--- src/rtl/zt_sram_pkg.sv ---
package zt_sram_pkg;
  typedef enum logic [1:0] {
    OP_IDLE  = 2'd0,
    OP_READ  = 2'd1,
    OP_WRITE = 2'd2
  } op_e;
endpackage

--- src/rtl/zt_cmd_pipe.sv ---
module zt_cmd_pipe
  import zt_sram_pkg::*;
#(
  parameter int AW = 6,
  parameter int NL = 4
) (
  input  logic          clk,
  input  logic          rst_n,
  input  logic          take,
  input  logic          wr_n,
  input  logic [AW-1:0] addr,
  input  logic [NL-1:0] lane_we_n,
  output op_e           s1_op,
  output logic [AW-1:0] s1_addr,
  output logic [NL-1:0] s1_mask,
  output op_e           s2_op,
  output logic [AW-1:0] s2_addr,
  output logic [NL-1:0] s2_mask
);
  op_e s1_op_d;
  logic s1_en, s2_en;

  always_comb begin
    s1_en = take;
    s2_en = (s1_op != OP_IDLE);
    if (!take)     s1_op_d = OP_IDLE;
    else if (wr_n) s1_op_d = OP_READ;
    else           s1_op_d = OP_WRITE;
  end

  always_ff @(posedge clk or negedge rst_n) begin
    if (!rst_n) begin
      s1_op <= OP_IDLE;
      s2_op <= OP_IDLE;
    end else begin
      s1_op <= s1_op_d;
      s2_op <= s1_op;
    end
  end

  always_ff @(posedge clk) begin
    if (s1_en) begin
      s1_addr <= addr;
      s1_mask <= ~lane_we_n;
    end
    if (s2_en) begin
      s2_addr <= s1_addr;
      s2_mask <= s1_mask;
    end
  end
endmodule

--- src/rtl/zt_lane_array.sv ---
module zt_lane_array #(
  parameter int AW = 6,
  parameter int NL = 4,
  parameter int LW = 9
) (
  input  logic             clk,
  input  logic             wr_en,
  input  logic [AW-1:0]    wr_addr,
  input  logic [NL-1:0]    wr_mask,
  input  logic [NL*LW-1:0] wr_data,
  input  logic [AW-1:0]    rd_addr,
  output logic [NL*LW-1:0] rd_data
);
  localparam int DEPTH = 1 << AW;

  for (genvar g = 0; g < NL; g++) begin : g_lane
    logic [LW-1:0] lane_mem [DEPTH];
    logic          lane_en;

    always_comb lane_en = wr_en && wr_mask[g];

    always_ff @(posedge clk) begin
      if (lane_en) lane_mem[wr_addr] <= wr_data[g*LW +: LW];
    end

    always_comb rd_data[g*LW +: LW] = lane_mem[rd_addr];
  end
endmodule

--- src/rtl/zt_read_path.sv ---
module zt_read_path
  import zt_sram_pkg::*;
#(
  parameter int AW = 6,
  parameter int NL = 4,
  parameter int LW = 9
) (
  input  logic             clk,
  input  logic             pipe_mode,
  input  op_e              s1_op,
  input  logic [AW-1:0]    s1_addr,
  input  op_e              s2_op,
  input  logic [AW-1:0]    s2_addr,
  input  logic [NL-1:0]    s2_mask,
  input  logic [NL*LW-1:0] wdata,
  input  logic [NL*LW-1:0] arr_data,
  output logic [NL*LW-1:0] rd_word
);
  localparam int DW = NL * LW;

  logic          fwd_hit;
  logic          dout_en;
  logic [DW-1:0] merged;
  logic [DW-1:0] dout_q;

  always_comb begin
    fwd_hit = (s2_op == OP_WRITE) && (s2_addr == s1_addr);
    dout_en = pipe_mode && (s1_op == OP_READ);
  end

  for (genvar g = 0; g < NL; g++) begin : g_merge
    always_comb merged[g*LW +: LW] = (fwd_hit && s2_mask[g]) ? wdata[g*LW +: LW]
                                                             : arr_data[g*LW +: LW];
  end

  always_ff @(posedge clk) begin
    if (dout_en) dout_q <= merged;
  end

  always_comb rd_word = pipe_mode ? dout_q : arr_data;
endmodule

--- src/rtl/zt_sram.sv ---
module zt_sram
  import zt_sram_pkg::*;
#(
  parameter int AW = 6,
  parameter int NL = 4,
  parameter int LW = 9
) (
  input  logic             clk,
  input  logic             rst_n,
  input  logic             flow_sel_n,
  input  logic             cs1_n,
  input  logic             cs2,
  input  logic             cs3_n,
  input  logic             wr_n,
  input  logic [AW-1:0]    addr,
  input  logic [NL-1:0]    lane_we_n,
  input  logic [NL*LW-1:0] wdata,
  input  logic             oe_n,
  input  logic             sleep,
  output logic [NL*LW-1:0] dq_out,
  output logic             dq_oe
);
  localparam int DW = NL * LW;

  logic [1:0]    rst_q;
  logic          rst_int_n;
  logic          pipe_mode;
  logic          take;
  op_e           s1_op, s2_op;
  logic [AW-1:0] s1_addr, s2_addr;
  logic [NL-1:0] s1_mask, s2_mask;
  logic          wr_en;
  logic [AW-1:0] wr_addr;
  logic [NL-1:0] wr_mask;
  logic [DW-1:0] arr_data;
  logic [DW-1:0] rd_word;
  logic          phase_rd;

  always_ff @(posedge clk or negedge rst_n) begin
    if (!rst_n) rst_q <= 2'b00;
    else        rst_q <= {rst_q[0], 1'b1};
  end

  always_comb begin
    rst_int_n = rst_q[1];
    pipe_mode = flow_sel_n;
    take      = !cs1_n && cs2 && !cs3_n && !sleep;
    wr_en     = pipe_mode ? (s2_op == OP_WRITE) : (s1_op == OP_WRITE);
    wr_addr   = pipe_mode ? s2_addr : s1_addr;
    wr_mask   = pipe_mode ? s2_mask : s1_mask;
    phase_rd  = pipe_mode ? (s2_op == OP_READ) : (s1_op == OP_READ);
    dq_oe     = phase_rd && !oe_n && !sleep;
    dq_out    = dq_oe ? rd_word : '0;
  end

  zt_cmd_pipe #(.AW(AW), .NL(NL)) u_cmd (
    .clk(clk), .rst_n(rst_int_n), .take(take), .wr_n(wr_n), .addr(addr),
    .lane_we_n(lane_we_n),
    .s1_op(s1_op), .s1_addr(s1_addr), .s1_mask(s1_mask),
    .s2_op(s2_op), .s2_addr(s2_addr), .s2_mask(s2_mask)
  );

  zt_lane_array #(.AW(AW), .NL(NL), .LW(LW)) u_array (
    .clk(clk), .wr_en(wr_en), .wr_addr(wr_addr), .wr_mask(wr_mask),
    .wr_data(wdata), .rd_addr(s1_addr), .rd_data(arr_data)
  );

  zt_read_path #(.AW(AW), .NL(NL), .LW(LW)) u_read (
    .clk(clk), .pipe_mode(pipe_mode), .s1_op(s1_op), .s1_addr(s1_addr),
    .s2_op(s2_op), .s2_addr(s2_addr), .s2_mask(s2_mask), .wdata(wdata),
    .arr_data(arr_data), .rd_word(rd_word)
  );

  // a deselected edge leaves its data phase undriven
  p_desel_quiet_ft_r1: assert property (@(posedge clk) disable iff (!rst_int_n)
    (!take && !flow_sel_n) |=> !dq_oe);
  p_desel_quiet_pl_r1: assert property (@(posedge clk) disable iff (!rst_int_n)
    (!take && flow_sel_n) |=> ##1 !dq_oe);

  // write data phases never drive the bus
  p_write_phase_quiet_ft_r7: assert property (@(posedge clk) disable iff (!rst_int_n)
    (take && !wr_n && !flow_sel_n) |=> !dq_oe);
  p_write_phase_quiet_pl_r7: assert property (@(posedge clk) disable iff (!rst_int_n)
    (take && !wr_n && flow_sel_n) |=> ##1 !dq_oe);

  // output enable override
  p_oe_override_r8: assert property (@(posedge clk) disable iff (!rst_int_n)
    oe_n |-> !dq_oe);

  // sleep silences the bus
  p_sleep_quiet_r9: assert property (@(posedge clk) disable iff (!rst_int_n)
    sleep |-> !dq_oe);

  // mode strap only moves under reset
  p_mode_static_r10: assert property (@(posedge clk) disable iff (!rst_int_n)
    $stable(flow_sel_n));
endmodule

--- config.mk ---
export PLATFORM = sky130hd
export DESIGN_NAME = zt_sram
export DESIGN_NICKNAME = d
export VERILOG_FILES = /design/src/rtl/zt_sram_pkg.sv /design/src/rtl/zt_cmd_pipe.sv /design/src/rtl/zt_lane_array.sv /design/src/rtl/zt_read_path.sv /design/src/rtl/zt_sram.sv
export SDC_FILE = /design/constraint.sdc
export NUM_CORES = 2
export LEC_CHECK = 0
export BUFFER_PORTS_ARGS = -buffer_cell sky130_fd_sc_hd__buf_2
export CAP_MARGIN = 20
export CORE_MARGIN = 5
export CORE_UTILIZATION = 53
export CTS_CLUSTER_SIZE = 10
export DETAILED_ROUTE_END_ITERATION = 10
export PLACE_DENSITY = 0.71
export SLEW_MARGIN = 10
export SYNTH_ARGS = -nofsm -noshare
export SYNTH_HDL_FRONTEND = slang
export SYNTH_SLANG_ARGS = --single-unit
--- constraint.sdc ---
create_clock -name clk -period 4 [get_ports clk]
set_input_delay 1.2 -clock clk [delete_from_list [all_inputs] [get_ports clk]]
set_output_delay 1.2 -clock clk [all_outputs]
set_load 0.02 [all_outputs]
* Yosys cells after proc, flatten, opt, wreduce, memory -nomap -nowiden
Memory sizes are Yosys's and may differ from the RTL's. A register that Yosys moved wholly into a read port is not among the register bits.
Index checks and enable logic that the tools add are counted.
** Storage, ports and cells
- Bits in registers :: 62
- Bits in writable memories :: 2304
- Word-level logic and storage cells :: 62
- Memories kept :: 4
** Cells by class
- Equality and inequality tests :: 5
- Multiplexer cells :: 24
- Bitwise gates (word level) :: 1
- Reductions and logical operators :: 20
** Memories
- u_array.g_lane[0].lane_mem :: words 64, width 9, rd ports 1, clocked after Yosys merged registers in 1, wr ports 1, line zt_lane_array.sv:17 : logic [LW-1:0] lane_mem [DEPTH];
- u_array.g_lane[1].lane_mem :: words 64, width 9, rd ports 1, clocked after Yosys merged registers in 1, wr ports 1, line zt_lane_array.sv:17
- u_array.g_lane[2].lane_mem :: words 64, width 9, rd ports 1, clocked after Yosys merged registers in 1, wr ports 1, line zt_lane_array.sv:17
- u_array.g_lane[3].lane_mem :: words 64, width 9, rd ports 1, clocked after Yosys merged registers in 1, wr ports 1, line zt_lane_array.sv:17
** Operators with widths (count)
- 36-bit two-way mux :: 2
- 9-bit two-way mux :: 4
- 6-bit two-way mux :: 5
- 1-bit logical AND :: 15
- 1-bit two-way mux :: 10
- 6-bit equality test :: 1
- 2-bit by 1-bit equality test with 1-bit output (second input constant) :: 2
- 2-bit equality test (second input constant) :: 2
- 1-bit zero test :: 4
- 2-bit two-way mux :: 2
- 4-bit two-way mux :: 1
- 4-bit NOT :: 1
- 2-bit nonzero test :: 1

* Longest topological paths before layout
- Word-level depth :: 5
- Gate-level depth with buffers :: 11
- Depth with buffers taken out :: 6

* By module
A second synthesis with hierarchy kept.
** Unflattened totals
- Cell total of the unflattened synthesis :: 4295
- Area total of the unflattened synthesis :: 92064.5 um^2
** By module, submodules not included
- zt_lane_array :: times used 1, cells an instance 4030, area an instance 88312.2 um^2
- zt_read_path :: times used 1, cells an instance 126, area an instance 2031.9 um^2
- zt_sram :: times used 1, cells an instance 108, area an instance 982.2 um^2
- zt_cmd_pipe :: times used 1, cells an instance 31, area an instance 738.2 um^2

* Worst setup path before layout
No wires, ideal clock.
- Path type :: input -> output
- From :: input flow_sel_n
- To :: output dq_out[9]
- Arrival time :: 2932 ps
- Required time :: 2800 ps
- Slack :: -132 ps
- Cell stages on the path :: 8
- Cells stage by stage :: buf_2 or4_1 clkbuf_1 nor2_2 clkbuf_1 nand2b_1 o211a_1 o21ai_1
** Between the ends
- Cells in the longest elaborated chain, start to end :: 4
** Ends and longest elaborated chain
- start: declaration :: line zt_sram.sv:10 : input logic flow_sel_n,
- 1-bit two-way mux :: line zt_sram.sv:51 : phase_rd = pipe_mode ? (s2_op == OP_READ) : (s1_op == OP_READ);
- 1-bit logical AND (2 in series) :: line zt_sram.sv:52 : dq_oe = phase_rd && !oe_n && !sleep;
- 36-bit two-way mux (*) :: line zt_sram.sv:53 : dq_out = dq_oe ? rd_word : '0;
- end: declaration :: line zt_sram.sv:20 : output logic [NL*LW-1:0] dq_out,
Mark *: on every way between the ends. The rest lies on a longest branch, timed or not.

==> flow_results.xml <==
<?xml version="1.0" encoding="UTF-8"?>
<metrics>
  <group name="critical_path">
    <metric name="criticalPathCategory" unit="">reg -&gt; out</metric>
    <metric name="total_buffers_and_inverters_traversed_by_the_critical_path" unit="">4</metric>
    <metric name="timing.critical_path.from_type" unit="">flop</metric>
    <metric name="worst_path_max_delay_cell" unit="">mux4_2</metric>
    <metric name="worstRegToRegCells" unit="">26</metric>
    <metric name="critical_path.max_stage_delay" unit="ns">0.56</metric>
    <metric name="dominant_delay_contributor_by_cell_family_on_the_critical_path" unit="">multiplexers</metric>
    <metric name="required" unit="ns">2.80</metric>
    <metric name="cp_data_arrival_time" unit="ns">3.52</metric>
    <metric name="critical_path.cell_chain" unit="">buf_6 -&gt; buf_12 -&gt; buf_16 -&gt; mux4_2 -&gt; mux4_2 -&gt; a21oi_2 -&gt; nor2_1 -&gt; a22o_1 -&gt; buf_6</metric>
    <metric name="critical_path_depth" unit="">9</metric>
    <metric name="slack_of_the_worst_reg_to_reg_path" unit="ns">-0.47</metric>
    <metric name="critical_path_peak_fanout" unit="">9</metric>
    <metric name="crit_path_end_kind" unit="">primary output</metric>
  </group>
  <group name="layout">
    <metric name="area_growth_syn_to_layout" unit="%">20.3</metric>
    <metric name="finish.instance_area" unit="um2">112000</metric>
    <metric name="nNetsFinal" unit="">5507</metric>
    <metric name="final-instance-count-excl-fill" unit="">7818</metric>
    <metric name="layout-drive-gt1-share" unit="%">34.4</metric>
  </group>
  <group name="pwr">
    <metric name="power.clock.fraction" unit="%">42.3</metric>
    <metric name="power_switching_share" unit="%">20.6</metric>
    <metric name="p_int" unit="uW">41700</metric>
    <metric name="share_comb_of_total_power" unit="%">5.5</metric>
    <metric name="power_switching" unit="uW">10800</metric>
    <metric name="leakage" unit="uW">0.0367</metric>
    <metric name="seq_power_share" unit="%">52.2</metric>
    <metric name="pwr_density_cell" unit="nW/um2">470</metric>
    <metric name="ir_worst_vdd" unit="uV">460</metric>
  </group>
  <group name="route">
    <metric name="drt_first_iter_violations" unit="">7590</metric>
    <metric name="detail_route.wl_per_cell" unit="um">33.1</metric>
    <metric name="drc" unit="">0</metric>
    <metric name="route.detailed.vias_per_inst" unit="">6.52</metric>
    <metric name="ant_nets" unit="">0</metric>
    <metric name="drt_pass1_iterations" unit="">8</metric>
    <metric name="total_vias_in_the_final_route" unit="">50900</metric>
    <metric name="post_detailed_routing_wire_length" unit="um">259000</metric>
  </group>
  <group name="timing">
    <metric name="final-setup-viol-count" unit="">37</metric>
    <metric name="final-max-slew-violation-count" unit="">0</metric>
    <metric name="max_clock_freq" unit="MHz">212</metric>
    <metric name="slew_headroom" unit="%">22.0</metric>
    <metric name="timing.clock.skew" unit="ns">0.101</metric>
    <metric name="rsz0062_at_grt" unit="">true</metric>
    <metric name="timing_worst_slew_pin_value" unit="ns">1.17</metric>
    <metric name="setup_ws" unit="ns">-0.724</metric>
    <metric name="final_worst_path_period_share" unit="%">118</metric>
    <metric name="finalCriticalPeriod" unit="ns">4.72</metric>
    <metric name="final_hold_viols" unit="">0</metric>
  </group>
  <group name="global_route">
    <metric name="grt_overflow" unit="">0</metric>
    <metric name="global_route.usage.total" unit="%">27.7</metric>
    <metric name="grt_antenna_before_repair" unit="">7</metric>
    <metric name="grt_max_degree" unit="">66</metric>
    <metric name="grt_pass1_vias" unit="">51000</metric>
    <metric name="grt_first_pass_wirelength" unit="um">366000</metric>
  </group>
  <group name="synth">
    <metric name="ys_seq_elements" unit="">2372</metric>
    <metric name="synthesis.nets" unit="">4654</metric>
    <metric name="synth.distinct_cells" unit="">65</metric>
    <metric name="yosysWarningCount" unit="">0</metric>
    <metric name="synth-async-reset-ratio" unit="%">0.253</metric>
    <metric name="post_synth_edffs" unit="">2360</metric>
    <metric name="yosys.area.top_type" unit="">edfxtp_1</metric>
    <metric name="synth_area_per_cell" unit="um2">20.2</metric>
    <metric name="synth_cells" unit="">4599</metric>
    <metric name="mappedNetlistArea" unit="um2">92900</metric>
    <metric name="yosys-top-cells-area" unit="">edfxtp_1 (76%), mux4_2 (13%), nand2_1 (1.8%)</metric>
    <metric name="ys_seq_area_share" unit="%">76.5</metric>
    <metric name="synth.top_cell.area_share" unit="%">76.2</metric>
    <metric name="ys.flop_type" unit="">edfxtp_1</metric>
  </group>
  <group name="clocking">
    <metric name="clock_sink_count" unit="">2372</metric>
    <metric name="root_buffer" unit="">clkbuf_16</metric>
    <metric name="clock_path_buffers" unit="">4</metric>
    <metric name="clock_tree_from_tritoncts" unit="">yes</metric>
    <metric name="post_cts_hold_buffer_count" unit="">0</metric>
    <metric name="clock_latency" unit="ns">0.93</metric>
    <metric name="count_of_h_tree_levels_built_during_cts" unit="">5</metric>
    <metric name="cts.reportedPaths.clkPinSlew" unit="ns">0.05</metric>
    <metric name="tritoncts.num_buffers" unit="">289</metric>
  </group>
  <group name="flow_run">
    <metric name="cap_viol_max_count" unit="">0</metric>
  </group>
  <group name="place">
    <metric name="place_hpwl" unit="um">158000</metric>
    <metric name="gp_routability_congestion" unit="">0.915</metric>
    <metric name="placed_cells_incl_taps" unit="">7282</metric>
    <metric name="io_buf_count" unit="">91</metric>
    <metric name="dp_slack" unit="ns">-0.165</metric>
    <metric name="dpl_cell_area" unit="um2">99900</metric>
  </group>
  <group name="floorplanning">
    <metric name="fp.dieArea" unit="um2">184000</metric>
    <metric name="row_count" unit="">153</metric>
    <metric name="dieWidth" unit="um">429</metric>
    <metric name="chipHeight" unit="um">429</metric>
    <metric name="floorplan.initialDensity" unit="%">53.4</metric>
    <metric name="core_region_area" unit="um2">174000</metric>
    <metric name="io_pins" unit="">92</metric>
  </group>
  <group name="run_status">
    <metric name="violations" unit="">setup timing</metric>
    <metric name="outcome" unit="">complete, but fails checks</metric>
  </group>
  <group name="min_path">
    <metric name="min_path_type" unit="">in -&gt; async</metric>
  </group>
</metrics>
## path summary, 6_finish.rpt
path                           from                end
setup reg to reg               flop  u_read.dout_q[25]
hold / removal                rst_n           rst_q[0]
setup / recovery               flop         dq_out[34]
hold reg to reg            rst_q[1]     u_cmd.s1_op[1]
min in group clk           rst_q[0]           rst_q[1]
max in group asynchronous  rst_q[1]     u_cmd.s1_op[0]
## repair_timing
action | in CTS | in global routing
pin swaps | 60 | 45
resized for setup | 270 | 111
endpoints found under the setup margin | 36 | 37
cloned | 29 | 6
buffers inserted | 118 | 45
## registers in the layout, indices dropped and copies added, names as in the netlist, named ones only
name,flops
rst_q,2
u_array.g_lane.lane_mem,2304
u_cmd.s2_op,2
u_cmd.s1_addr,6
u_cmd.s1_mask,4
u_read.dout_q,36
u_cmd.s2_addr,6
u_cmd.s2_mask,4
u_cmd.s1_op,2
## worst reg2reg max path, delay by kind of cell, from the launching register on
family | cells | cell delay, ns
mux | 2 | 0.73
flops | 1 | 0.40
simple gates | 1 | 0.24
compound gates | 3 | 0.45
buf+inv | 20 | 2.43
## stage by stage
stage	util [%]	power (uW)	TNS, ns	hold WS (ns)
final	64.2	52500	-22.66	0.0565
after global routing	64.2	54000	-25.67	0.0265
after CTS	63.5	52500	-23.77	0.0137
after detailed placement	57.4	30300	-9.88	0.0660
after global placement	57.3	30200	-5.32	0.0582
after floorplan	-	29000	-0.123	0.0403
## kinds of logic after synthesis
family | count (synthesis) | synth area share, %
flops | 2372 | 76.5
compound gates | 368 | 3.07
mux | 668 | 14.6
buf+inv | 271 | 1.61
other cells | 1 | 0.00403
simple gates | 913 | 4.11
xor+xnor | 6 | 0.0565
## layer usage
| layer | global-route usage (%) | up-vias | wire length, um |
|---|---|---|---|
| li1 | - | 20500 | - |
| met1 | 36.9 | 26300 | 92700 |
| met2 | 42.7 | 3491 | 123000 |
| met3 | 7.37 | 673 | 28600 |
| met4 | 13.9 | 0 | 14300 |
| met5 | 0 | - | 0 |
## power groups by stage
stage                     combinational, uW  sequential (uW)  clock (uW)
after floorplan                        1160            27900           0
after global placement                 2310            27900           0
after detailed placement               2360            27900           0
after CTS                              2710            27400       22400
after global routing                   3000            27400       23600
final                                  2890            27400       22200
## cells in the final DEF, fill, tap and decap left out, types with 21 or more instances in the layout
cell type / Yosys / layout
o211ai_1: 28 / 28
a31oi_1: 53 / 44
mux2i_1: 99 / 90
edfxtp_1: 2360 / 2360
nor3_1: 25 / 23
buf_12: 1 / 105
o21ai_2: 0 / 23
buf_4: 40 / 511
a22o_1: 49 / 43
clkbuf_16: 0 / 302
mux4_2: 550 / 550
buf_2: 90 / 58
buf_16: 0 / 36
o211a_1: 21 / 21
a221oi_2: 24 / 44
nor2_1: 283 / 277
clkbuf_1: 79 / 23
nand3_1: 70 / 58
and3_1: 40 / 39
nand2b_1: 30 / 24
buf_6: 24 / 79
a21oi_1: 35 / 29
nand2_1: 435 / 421
## synth_stat cells (25+ instances only)
cell / n
edfxtp_1: 2360
nand2b_1: 30
nor2_1: 283
o211ai_1: 28
nand2_1: 435
mux4_2: 550
buf_4: 40
mux2i_1: 99
and3_1: 40
nor3_1: 25
a21oi_1: 35
buf_2: 90
nand3_1: 70
a22oi_1: 35
a22o_1: 49
a221oi_1: 32
a31oi_1: 53
clkbuf_1: 79
## cell type report
| type | count | area (um2) |
|---|---|---|
| fill | 11300 | 62400 |
| clock inverter | 10 | 90.1 |
| clock buffer | 319 | 7490 |
| inverter | 16 | 72.6 |
| sequential | 2372 | 71200 |
| timing repair buffer | 817 | 8710 |
| multi-input combinational | 1956 | 21400 |
| tap | 2325 | 2910 |
| antenna | 3 | 7.51 |
(Power assumes the default switching activity.)
